**src/rtl/sis_pkg.sv**
```systemverilog
package sis_pkg;
  typedef enum logic [1:0] {
    SCH_IDLE = 2'd0,
    SCH_WAIT = 2'd1,
    SCH_HOLD = 2'd2
  } sch_state_t;

  localparam int CTL_W    = 4;
  localparam int CB_RUN   = 0;
  localparam int CB_RXEN  = 1;
  localparam int CB_RXRUN = 2;
  localparam int CB_LRUN  = 3;
endpackage

```
**src/rtl/sis_ctrl_reg.sv**
```systemverilog
module sis_ctrl_reg
  import sis_pkg::*;
(
  input  logic             clk,
  input  logic             rst,
  input  logic             wr,
  input  logic [CTL_W-1:0] wdata,
  output logic [CTL_W-1:0] ctrl_q
);
  always_ff @(posedge clk) begin
    if (rst) begin
      ctrl_q <= '0;
    end else if (wr) begin
      ctrl_q[CB_RUN]   <= wdata[CB_RUN];
      ctrl_q[CB_RXEN]  <= wdata[CB_RXEN];
      ctrl_q[CB_RXRUN] <= wdata[CB_RXEN];
      ctrl_q[CB_LRUN]  <= wdata[CB_RUN];
    end
  end

  // Status bits follow the enables, never the written status bits
  assert_status_mirror_R2: assert property (@(posedge clk) disable iff (rst)
    wr |=> (ctrl_q[CB_LRUN] == $past(wdata[CB_RUN])) &&
           (ctrl_q[CB_RXRUN] == $past(wdata[CB_RXEN])));

  assert_ctrl_hold_R2: assert property (@(posedge clk) disable iff (rst)
    !wr |=> $stable(ctrl_q));
endmodule

```
**src/rtl/sis_issue_reg.sv**
```systemverilog
module sis_issue_reg #(
  parameter int NSLOT = 32
) (
  input  logic             clk,
  input  logic             rst,
  input  logic             set_en,
  input  logic [NSLOT-1:0] set_mask,
  input  logic [NSLOT-1:0] clr_mask,
  output logic [NSLOT-1:0] pending
);
  logic [NSLOT-1:0] set_eff;

  assign set_eff = set_en ? set_mask : '0;

  always_ff @(posedge clk) begin
    if (rst) begin
      pending <= '0;
    end else begin
      pending <= (pending & ~clr_mask) | set_eff;
    end
  end

  assert_or_accumulate_R1: assert property (@(posedge clk) disable iff (rst)
    set_en |=> ((pending & $past(set_mask)) == $past(set_mask)));

  assert_clear_only_on_completion_R6: assert property (@(posedge clk) disable iff (rst)
    1'b1 |=> (($past(pending) & ~pending & ~$past(clr_mask)) == '0));
endmodule

```
**src/rtl/sis_prio_pick.sv**
```systemverilog
module sis_prio_pick #(
  parameter int NSLOT  = 32,
  parameter int SLOT_W = 5
) (
  input  logic [NSLOT-1:0]  req,
  output logic              any,
  output logic [SLOT_W-1:0] idx
);
  logic [NSLOT-1:0] lowest_oh;

  // Isolate the lowest set bit, then encode it
  assign lowest_oh = req & (~req + {{(NSLOT-1){1'b0}}, 1'b1});
  assign any       = |req;

  always_comb begin
    idx = '0;
    for (int i = 0; i < NSLOT; i++) begin
      if (lowest_oh[i]) idx = SLOT_W'(i);
    end
  end
endmodule

```
**src/rtl/sis_dispatch.sv**
```systemverilog
module sis_dispatch
  import sis_pkg::*;
#(
  parameter int NSLOT  = 32,
  parameter int SLOT_W = 5
) (
  input  logic              clk,
  input  logic              rst,
  input  logic              port_rst,
  input  logic              run,
  input  logic [NSLOT-1:0]  pending,
  input  logic              pick_any,
  input  logic [SLOT_W-1:0] pick_idx,
  input  logic              eng_done,
  input  logic              eng_busy,
  input  logic              eng_drq,
  output logic              eng_start,
  output logic [SLOT_W-1:0] eng_slot,
  output logic              busy_valid,
  output logic [SLOT_W-1:0] busy_slot,
  output logic [NSLOT-1:0]  clr_mask
);
  localparam logic [NSLOT-1:0] ONE = {{(NSLOT-1){1'b0}}, 1'b1};

  sch_state_t state;
  logic       eng_active;

  assign eng_active = eng_busy | eng_drq;

  always_comb begin
    clr_mask = '0;
    if (!port_rst) begin
      if (state == SCH_WAIT && eng_done)
        clr_mask = ONE << eng_slot;
      else if (state == SCH_HOLD && !eng_active)
        clr_mask = ONE << busy_slot;
    end
  end

  always_ff @(posedge clk) begin
    if (rst) begin
      state      <= SCH_IDLE;
      eng_start  <= 1'b0;
      eng_slot   <= '0;
      busy_valid <= 1'b0;
      busy_slot  <= '0;
    end else if (port_rst) begin
      state      <= SCH_IDLE;
      eng_start  <= 1'b0;
      busy_valid <= 1'b0;
    end else begin
      eng_start <= 1'b0;
      case (state)
        SCH_IDLE: begin
          if (run && pick_any && !eng_active) begin
            eng_start <= 1'b1;
            eng_slot  <= pick_idx;
            state     <= SCH_WAIT;
          end
        end
        SCH_WAIT: begin
          if (eng_done) begin
            state <= SCH_IDLE;
          end else if (eng_active) begin
            busy_slot  <= eng_slot;
            busy_valid <= 1'b1;
            state      <= SCH_HOLD;
          end
        end
        SCH_HOLD: begin
          if (!eng_active) begin
            busy_valid <= 1'b0;
            state      <= SCH_IDLE;
          end
        end
        default: state <= SCH_IDLE;
      endcase
    end
  end

  assert_start_needs_run_R3: assert property (@(posedge clk) disable iff (rst)
    $rose(eng_start) |-> $past(run) && ($past(pending) != '0));

  assert_lowest_first_R4: assert property (@(posedge clk) disable iff (rst)
    $rose(eng_start) |-> (($past(pending) & ((ONE << eng_slot) - ONE)) == '0));

  assert_defer_when_busy_R5: assert property (@(posedge clk) disable iff (rst)
    $rose(eng_start) |-> !$past(eng_busy) && !$past(eng_drq));

  assert_held_stays_pending_R7: assert property (@(posedge clk) disable iff (rst)
    busy_valid |-> pending[busy_slot]);

  assert_single_outstanding_R8: assert property (@(posedge clk) disable iff (rst)
    busy_valid |-> !eng_start);

  assert_port_reset_drops_R9: assert property (@(posedge clk) disable iff (rst)
    port_rst |=> !busy_valid && !eng_start);

  assert_one_cycle_pulse_R10: assert property (@(posedge clk) disable iff (rst)
    eng_start |=> !eng_start);
endmodule

```
**src/rtl/slot_issue_sched.sv**
```systemverilog
module slot_issue_sched
  import sis_pkg::*;
#(
  parameter int NSLOT  = 32,
  parameter int SLOT_W = (NSLOT > 1) ? $clog2(NSLOT) : 1
) (
  input  logic              clk,
  input  logic              rst,
  input  logic              port_rst,
  input  logic              issue_wr,
  input  logic [NSLOT-1:0]  issue_wdata,
  input  logic              ctl_wr,
  input  logic [3:0]        ctl_wdata,
  input  logic              eng_done,
  input  logic              eng_busy,
  input  logic              eng_drq,
  output logic [NSLOT-1:0]  issue_pending,
  output logic [3:0]        ctl_status,
  output logic              eng_start,
  output logic [SLOT_W-1:0] eng_slot,
  output logic              busy_valid,
  output logic [SLOT_W-1:0] busy_slot
);
  logic [NSLOT-1:0]  clr_mask;
  logic              pick_any;
  logic [SLOT_W-1:0] pick_idx;

  sis_ctrl_reg u_ctrl (
    .clk    (clk),
    .rst    (rst),
    .wr     (ctl_wr),
    .wdata  (ctl_wdata),
    .ctrl_q (ctl_status)
  );

  sis_issue_reg #(.NSLOT(NSLOT)) u_issue (
    .clk      (clk),
    .rst      (rst),
    .set_en   (issue_wr),
    .set_mask (issue_wdata),
    .clr_mask (clr_mask),
    .pending  (issue_pending)
  );

  sis_prio_pick #(.NSLOT(NSLOT), .SLOT_W(SLOT_W)) u_pick (
    .req (issue_pending),
    .any (pick_any),
    .idx (pick_idx)
  );

  sis_dispatch #(.NSLOT(NSLOT), .SLOT_W(SLOT_W)) u_disp (
    .clk        (clk),
    .rst        (rst),
    .port_rst   (port_rst),
    .run        (ctl_status[CB_RUN]),
    .pending    (issue_pending),
    .pick_any   (pick_any),
    .pick_idx   (pick_idx),
    .eng_done   (eng_done),
    .eng_busy   (eng_busy),
    .eng_drq    (eng_drq),
    .eng_start  (eng_start),
    .eng_slot   (eng_slot),
    .busy_valid (busy_valid),
    .busy_slot  (busy_slot),
    .clr_mask   (clr_mask)
  );
endmodule

```
**config.mk**
```make
export PLATFORM = sky130hd
export DESIGN_NAME = slot_issue_sched
export DESIGN_NICKNAME = d
export VERILOG_FILES = /design/src/rtl/sis_pkg.sv /design/src/rtl/sis_ctrl_reg.sv /design/src/rtl/sis_issue_reg.sv /design/src/rtl/sis_prio_pick.sv /design/src/rtl/sis_dispatch.sv /design/src/rtl/slot_issue_sched.sv
export SDC_FILE = /design/constraint.sdc
export NUM_CORES = 1
export LEC_CHECK = 0
export BUFFER_PORTS_ARGS = -buffer_cell sky130_fd_sc_hd__buf_4
export CAP_MARGIN = 40
export CORE_ASPECT_RATIO = 1.2
export CORE_UTILIZATION = 50
export DETAILED_ROUTE_END_ITERATION = 16
export HOLD_SLACK_MARGIN = 0.1
export PLACE_DENSITY_LB_ADDON = 0.08
export SYNTH_ARGS = -nofsm -noshare
export SYNTH_HDL_FRONTEND = slang
export SYNTH_SLANG_ARGS = --single-unit
```
**constraint.sdc**
```tcl
create_clock -name clk -period 2.7 [get_ports clk]
set_clock_uncertainty 0.15 [all_clocks]
set_input_delay 0.135 -clock clk [delete_from_list [all_inputs] [get_ports clk]]
set_output_delay 0.135 -clock clk [all_outputs]
set_load 0.05 [all_outputs]
```
== Yosys cells after proc, flatten, opt, wreduce, memory -nomap -nowiden ==
Index checks and enable logic that the tools add are counted.
Widths: inputs -> output; s select.

* Reductions and logical operators: 14
* Bitwise gates (word level): 9
* Shift-type cells: 2
* Muxes and demuxes: 45
* Add/sub/neg operators: 1
* Equal/unequal tests: 7

{| class="wikitable"
|+ Operators with widths
! kind !! count
|-
| $mux 32 || 4
|-
| $mux 5 || 16
|-
| $and 32x32->32 || 2
|-
| $not 32->32 || 2
|-
| $shl 1x5->32 const A || 2
|-
| $add 32x1->32 const B || 1
|-
| $mux 4 || 8
|-
| $or 32x32->32 || 1
|-
| $reduce_or 32->1 || 1
|-
| $mux 2 || 6
|-
| $mux 3 || 4
|-
| $reduce_and 4->1 || 2
|-
| $pmux 2 s3 || 1
|-
| $reduce_and 3->1 || 2
|-
| $mux 1 || 5
|-
| $logic_and 1x1->1 || 4
|-
| $ne 2x1->1 const B || 2
|-
| $ne 2x2->1 const B || 2
|-
| $ne 3x2->1 const B || 1
|-
| $not 1->1 || 3
|-
| $reduce_or 3->1 || 1
|-
| $eq 2x1->1 const B || 1
|-
| $eq 2x2->1 const B || 1
|-
| $logic_not 2->1 || 1
|-
| other kinds (5) || 5
|}

* Output and inout port bits: 48
* Input port bits: 44
* Word-level logic and storage cells: 85
* Register bits: 50

== Logic depth before layout (Yosys ltp) ==
* Word-level depth: 34
* Gate-level depth with buffers: 6
* Depth with buffers taken out: 5

== Cells and area by module ==
Synthesis repeated with hierarchy kept, for this count alone.

* Cells, all modules: 364
* Area total of the unflattened synthesis: 2972.9 um^2

{| class="wikitable"
|+ By module, submodules not included
! module !! area each (um^2) !! times used !! sequential area each (um^2) !! cells each
|-
| sis_issue_reg || 1290.0 || 1 || 640.6 || 134
|-
| sis_dispatch || 1186.1 || 1 || 280.3 || 152
|-
| sis_prio_pick || 414.1 || 1 || 0.0 || 70
|-
| sis_ctrl_reg || 82.6 || 1 || 40.0 || 8
|}

== Worst setup path before layout ==
Ideal clock, no wire load.

* Path kind: reg-to-reg
* From: register u_issue.pending[24]
* To: register u_disp.eng_slot[1]
* Period minus slack after synthesis: 2.399 ns
* Cell stages (with the launch flop): 6
* Arrival: 2.093 ns
* Required time: 2.394 ns
* Path slack: 0.301 ns
* Path through: dfxtp_1 > or4_4 > or4_4 > o41a_4 > o21ai_0 > a41oi_1

* Longest elaborated chain between the ends: 11
* Elaborated cells on any way between the ends: 15
* Those cells by class: add/sub: 1; mux: 8; bitwise: 2; reduce/logical: 4

{| class="wikitable"
|+ Ends and longest elaborated chain
! item !! line !! text
|-
| from (decl) || sis_issue_reg.sv:9 || <nowiki>output logic [NSLOT-1:0] pending</nowiki>
|-
| from (signal assigned) || sis_issue_reg.sv:19 || <nowiki>pending <= (pending & ~clr_mask) | set_eff;</nowiki>
|-
| $not 32->32 || sis_prio_pick.sv:12 || <nowiki>assign lowest_oh = req & (~req + {{(NSLOT-1){1'b0}}, 1'b1});</nowiki>
|-
| $add 32x1->32 || sis_prio_pick.sv:12 ||
|-
| $and 32x32->32 || sis_prio_pick.sv:12 ||
|-
| $mux 5 (8 in a row) || sis_prio_pick.sv:18 || <nowiki>if (lowest_oh[i]) idx = SLOT_W'(i);</nowiki>
|-
| to (signal assigned) || sis_dispatch.sv:57 || <nowiki>eng_slot <= pick_idx;</nowiki>
|-
| to (decl) || sis_dispatch.sv:18 || <nowiki>output logic [SLOT_W-1:0] eng_slot,</nowiki>
|}

Parallel ways exist; a longest one is shown, timed or not.
A chain may end at the register's enable or synchronous reset.

== Final worst setup path ==
* From: input eng_busy
* To: register u_issue.pending[27]

* Longest elaborated chain between the ends: 9

{| class="wikitable"
|+ Ends and longest elaborated chain
! item !! line !! text
|-
| from (decl) || slot_issue_sched.sv:15 || <nowiki>input logic eng_busy,</nowiki>
|-
| $or 1x1->1 || sis_dispatch.sv:28 || <nowiki>assign eng_active = eng_busy | eng_drq;</nowiki>
|-
| $logic_not 1->1 || sis_dispatch.sv:35 || <nowiki>else if (state == SCH_HOLD && !eng_active)</nowiki>
|-
| $logic_and 1x1->1 || sis_dispatch.sv:35 ||
|-
| $mux 32 || sis_dispatch.sv:35 ||
|-
| $mux 32 || sis_dispatch.sv:33 || <nowiki>if (state == SCH_WAIT && eng_done)</nowiki>
|-
| $mux 32 || sis_dispatch.sv:32 || <nowiki>if (!port_rst) begin</nowiki>
|-
| $not 32->32 || sis_issue_reg.sv:19 ||
|-
| $and 32x32->32 || sis_issue_reg.sv:19 ||
|-
| $or 32x32->32 || sis_issue_reg.sv:19 ||
|}

Every way passes these cells.

==> results <==
- The run finished with clean final reports.
- The overall routing resource usage is approximately 38%.
- The startpoint identified for the worst hold timing path is rst.
- After clock tree synthesis, the clock-pin slew on the worst setup and hold paths is 0.09 ns.
- The number of library cell types mapped by synthesis is 45.
- The total number of H-tree levels is 2.
- The total power divided by cell area is roughly 440 mW/mm^2.
- Synthesis produced a netlist whose cell count is about 340.
- OpenSTA, run right after detailed placement, puts the worst setup slack at 0.403 ns.
- In the synthesized netlist the dominant register cell turns out to be dfxtp_1.
- Derived from the worst setup path, the maximum achievable clock frequency is approximately 400 MHz.
- The number of buffers added on ports is about 90.
- The type of origin of the critical path is a primary input.
- The filler cells instantiated in the layout total 300.
- The arrival time at the worst endpoint is about 2.5 ns.
- For the pin with the worst max-slew slack, the measured transition is roughly 0.77 ns.
- The number of nets in the finished design is 533.
- On the final layout, the worst hold slack is about 0.13 ns.
- The number of core rows is 28.
- TritonCTS built the clock tree.
- The hold violation total from the final report is 0.
- The total detailed-routing wirelength is 10700 microns.
- The area of the mapped netlist is ~0.0026 sq mm.
- The average routed wire per standard cell is a little under 20 microns.
- The proportion of layout cells with a drive suffix above 1 is approximately 22%.
- IR analysis of the VDD net gives a maximum drop of 317 uV.
- Once detailed placement completed, the half-perimeter wirelength came to approximately 6200 microns.
- The kind of critical path is primary input to register.
- Post-CTS repair changed the size of 0 cells.
- Measured against its own limit, the worst slew margin works out to about half.
- The number of detailed-routing iterations run before antenna repair is 6.
- The number of buffers between clock root and the deepest sink is 2.
- The number of antenna violations at the first check in global routing is 0.
- Dividing the final minimum period by the clock period gives slightly above 90%.
- Global routing finished with a remaining overflow of 0.
- The pin count of the biggest net entering global routing is between 40 and 50.
- Once the clock tree was built, the setup fixing pass inserted 0 buffers.
- Setup repair after global routing left no endpoint under its margin.
- The top cell types in the final layout, fill and taps aside, are buf_4 (95), dlygate4sd3_1 (71), dfxtp_1 (48).
- 0 antenna diodes ended up in the layout.
- The number of routed nets with antenna violations is 0.
- The synthesized net count is ~380.
- The global placer's final weighted congestion is around 1.
- The number of standard cells in the layout, taps in and fillers out is 550.
- The clock latency reported for the late side of the worst-skew pair is 0.30 ns.
- The total via count after detailed routing is 3468.
- The number of max-cap violations is 0.
- The kind of path behind the tightest hold check is primary input to register.
- The standby leakage power is ~1.6 nW.
- The global-route wire length before repair is 15600 microns.
- The number of placed instances, taps included, is 471.
- Of all flip-flops after synthesis, the portion carrying an async set or reset was 0%.
- The number of global-route vias before repair is approximately 3100.
- The maximum fanout along the worst path is 8.
- Leaving out fill and tap cells, the most frequent cell in the layout is buf_4.
- The delay of the slowest critical-path stage is about 0.63 ns.
- The synthesis-stage register bit count is 48.
- STA classifies the critical path endpoint as a register.
- For flop-to-flop paths, the worst setup slack is about 0.2 ns.
- The buffer type at the clock tree root is clkbuf_8.
- The number of instances on the worst hold path is 2.
- The worst register-to-register path has a depth of 5.
- In the final timing run, aggregate negative setup slack is 0 ns.
- In this run the critical register-to-register path is captured at u_issue.pending[27]$_SDFF_PP0_.
- The final critical path time including I/O delays and setup is between 2 and 3 ns.
- From left edge to right edge, the die measures about 68 microns.
- The post-layout worst setup margin is between 0.15 and 0.2 ns.
- In this run, CTS created clock tree buffers numbering 5.
- The post-synthesis area per instance is between 7 and 8 sq um.
- For this configuration, the core starts out at a cell density of 52.3%.
- Setup violations remaining at the end of the flow were counted as 0.
- In the routed design, unresolved DRC markers number 0.
- Dividing the detail-routed via count by the number of cells gives approximately 6.3.
- The number of top-level design ports is 92.
- Counting every sink on the clock net gives between 40 and 50.
- The number of flops mapped to enable cells by yosys is 0.
- The slowest stage cell on the critical path is or4b_1.
- The placeable core region is 0.00497 sq mm.
- The critical path goes through dlygate4sd3_1, buf_4, or4b_1, nor3_1, a22oi_1, o21ai_0, a21oi_1.
- The synthesis-to-layout area growth is 58.4%.
- The die footprint is between 0.005 and 0.006 sq mm.
- The number of DRC markers after the initial detailed-route iteration is ~380.
- The worst endpoint required time is around 2.7 ns.
- From bottom edge to top edge, the die measures between 80 and 90 microns.
- The worst register-to-register path begins at u_disp.state[1]$_SDFFE_PP0P_.
- The sink of the worst hold path is u_disp.state[0]$_SDFFE_PP0P_.
- The number of warnings printed during yosys synthesis is 0.
- The number of max-slew violations in the final report is 0.
- The fraction of the yosys area taken by sequential cells is a little under two fifths.
## where the power goes
group	internal, W	switching (W)
logic	0.000213	0.000280
clock network	0.000275	0.000261
registers	0.000744	0.0000537
## critical path, delay by kind of cell
family,cells,cell delay [ns]
AO/OA/AOI/OAI,3,0.67
AND/OR/NAND/NOR,2,1.05
buffers and inverters,2,0.68
## per-stage QoR
| step | cell area [sq um] | total power [W] | utilization (%) |
|---|---|---|---|
| final | 4120 | 0.00182 | 82.9 |
| after global routing | 4120 | 0.00188 | 82.9 |
| after CTS | 4120 | 0.00180 | 82.9 |
| after detailed placement | 3300 | 0.00120 | 66.4 |
| after global placement | 3300 | 0.00119 | 66.4 |
| after floorplan | 2600 | 0.00105 | - |
## cells by family after synthesis
| logic type | after synthesis | share of synthesized area [%] |
|---|---|---|
| and+or+nand+nor | 129 | 26.0 |
| DFF | 48 | 36.9 |
| muxes | 7 | 2.69 |
| AOI/OAI and AO/OA | 124 | 29.8 |
| buffers and inverters | 29 | 4.61 |
## registers in the layout (all words and copies together), names as in the netlist
signal,flops
u_issue.pending,32
u_disp.busy_valid,1
u_disp.eng_slot,5
u_ctrl.ctrl_q,2
u_disp.state,2
u_disp.busy_slot,5
u_disp.eng_start,1
## synthesized netlist by cell type (all sizes together), types with 2 or more instances
| cell type | number | area share, % |
|---|---|---|
| dfxtp | 48 | 37 |
| nand2 | 43 | 6.2 |
| o21ai | 38 | 7.3 |
| a21oi | 36 | 6.9 |
| a22oi | 32 | 9.2 |
| nor2 | 27 | 3.9 |
| nor3 | 17 | 3.3 |
| clkbuf | 13 | 1.9 |
| nor4 | 11 | 3.1 |
| buf | 8 | 1.6 |
| inv | 8 | 1.2 |
| mux2i | 7 | 2.7 |
| nor3b | 6 | 1.7 |
| nand2b | 4 | 0.96 |
| nor2b | 4 | 0.96 |
| nor4b | 4 | 1.6 |
| a311oi | 2 | 0.67 |
| and2 | 2 | 0.53 |
| and3b | 2 | 0.67 |
| o21bai | 2 | 0.58 |
| o31a | 2 | 0.67 |
| o31ai | 2 | 0.58 |
| or4 | 2 | 0.86 |
## repair_timing
action	in CTS	in global routing
hold endpoints to repair	37	0
endpoints found under the setup margin	0	0
hold buffers	71	0
## worst max-delay path by stage
stage,start,to,slack [ns]
after floorplan,u_issue.pending[24]$_SDFF_PP0_,u_disp.eng_slot[1]$_SDFFE_PP0P_,0.30
after detailed placement,u_disp.state[1]$_SDFFE_PP0P_,u_issue.pending[16]$_SDFF_PP0_,0.40
after CTS,eng_busy,u_issue.pending[16]$_SDFF_PP0_,0.35
after global routing,eng_busy,u_issue.pending[13]$_SDFF_PP0_,0.13
final,eng_busy,u_issue.pending[27]$_SDFF_PP0_,0.18
after global placement,u_disp.state[1]$_SDFFE_PP0P_,u_issue.pending[13]$_SDFF_PP0_,0.41
## routing by layer
layer | global-route usage [%] | vias up | part of all wire [%]
met4 | 24.2 | 0 | 5.4
met1 | 45.0 | 1604 | 37
met5 | 0 | - | 0
li1 | - | 1554 | -
met3 | 6.88 | 59 | 8.6
met2 | 63.8 | 251 | 49
## cell type report
type                    count  area [sq um]  share of cell area, %
clock buffers               5          68.8                   1.67
clock inverters             3          42.5                   1.03
inverters                   8          30.0                  0.728
multi-input cells         260          1520                   36.9
flip-flops and latches     48           961                   23.3
well taps                  60          75.1                   1.82
repair buffers            166          1420                   34.5
Note: power is estimated with default switching activity, not from simulation.
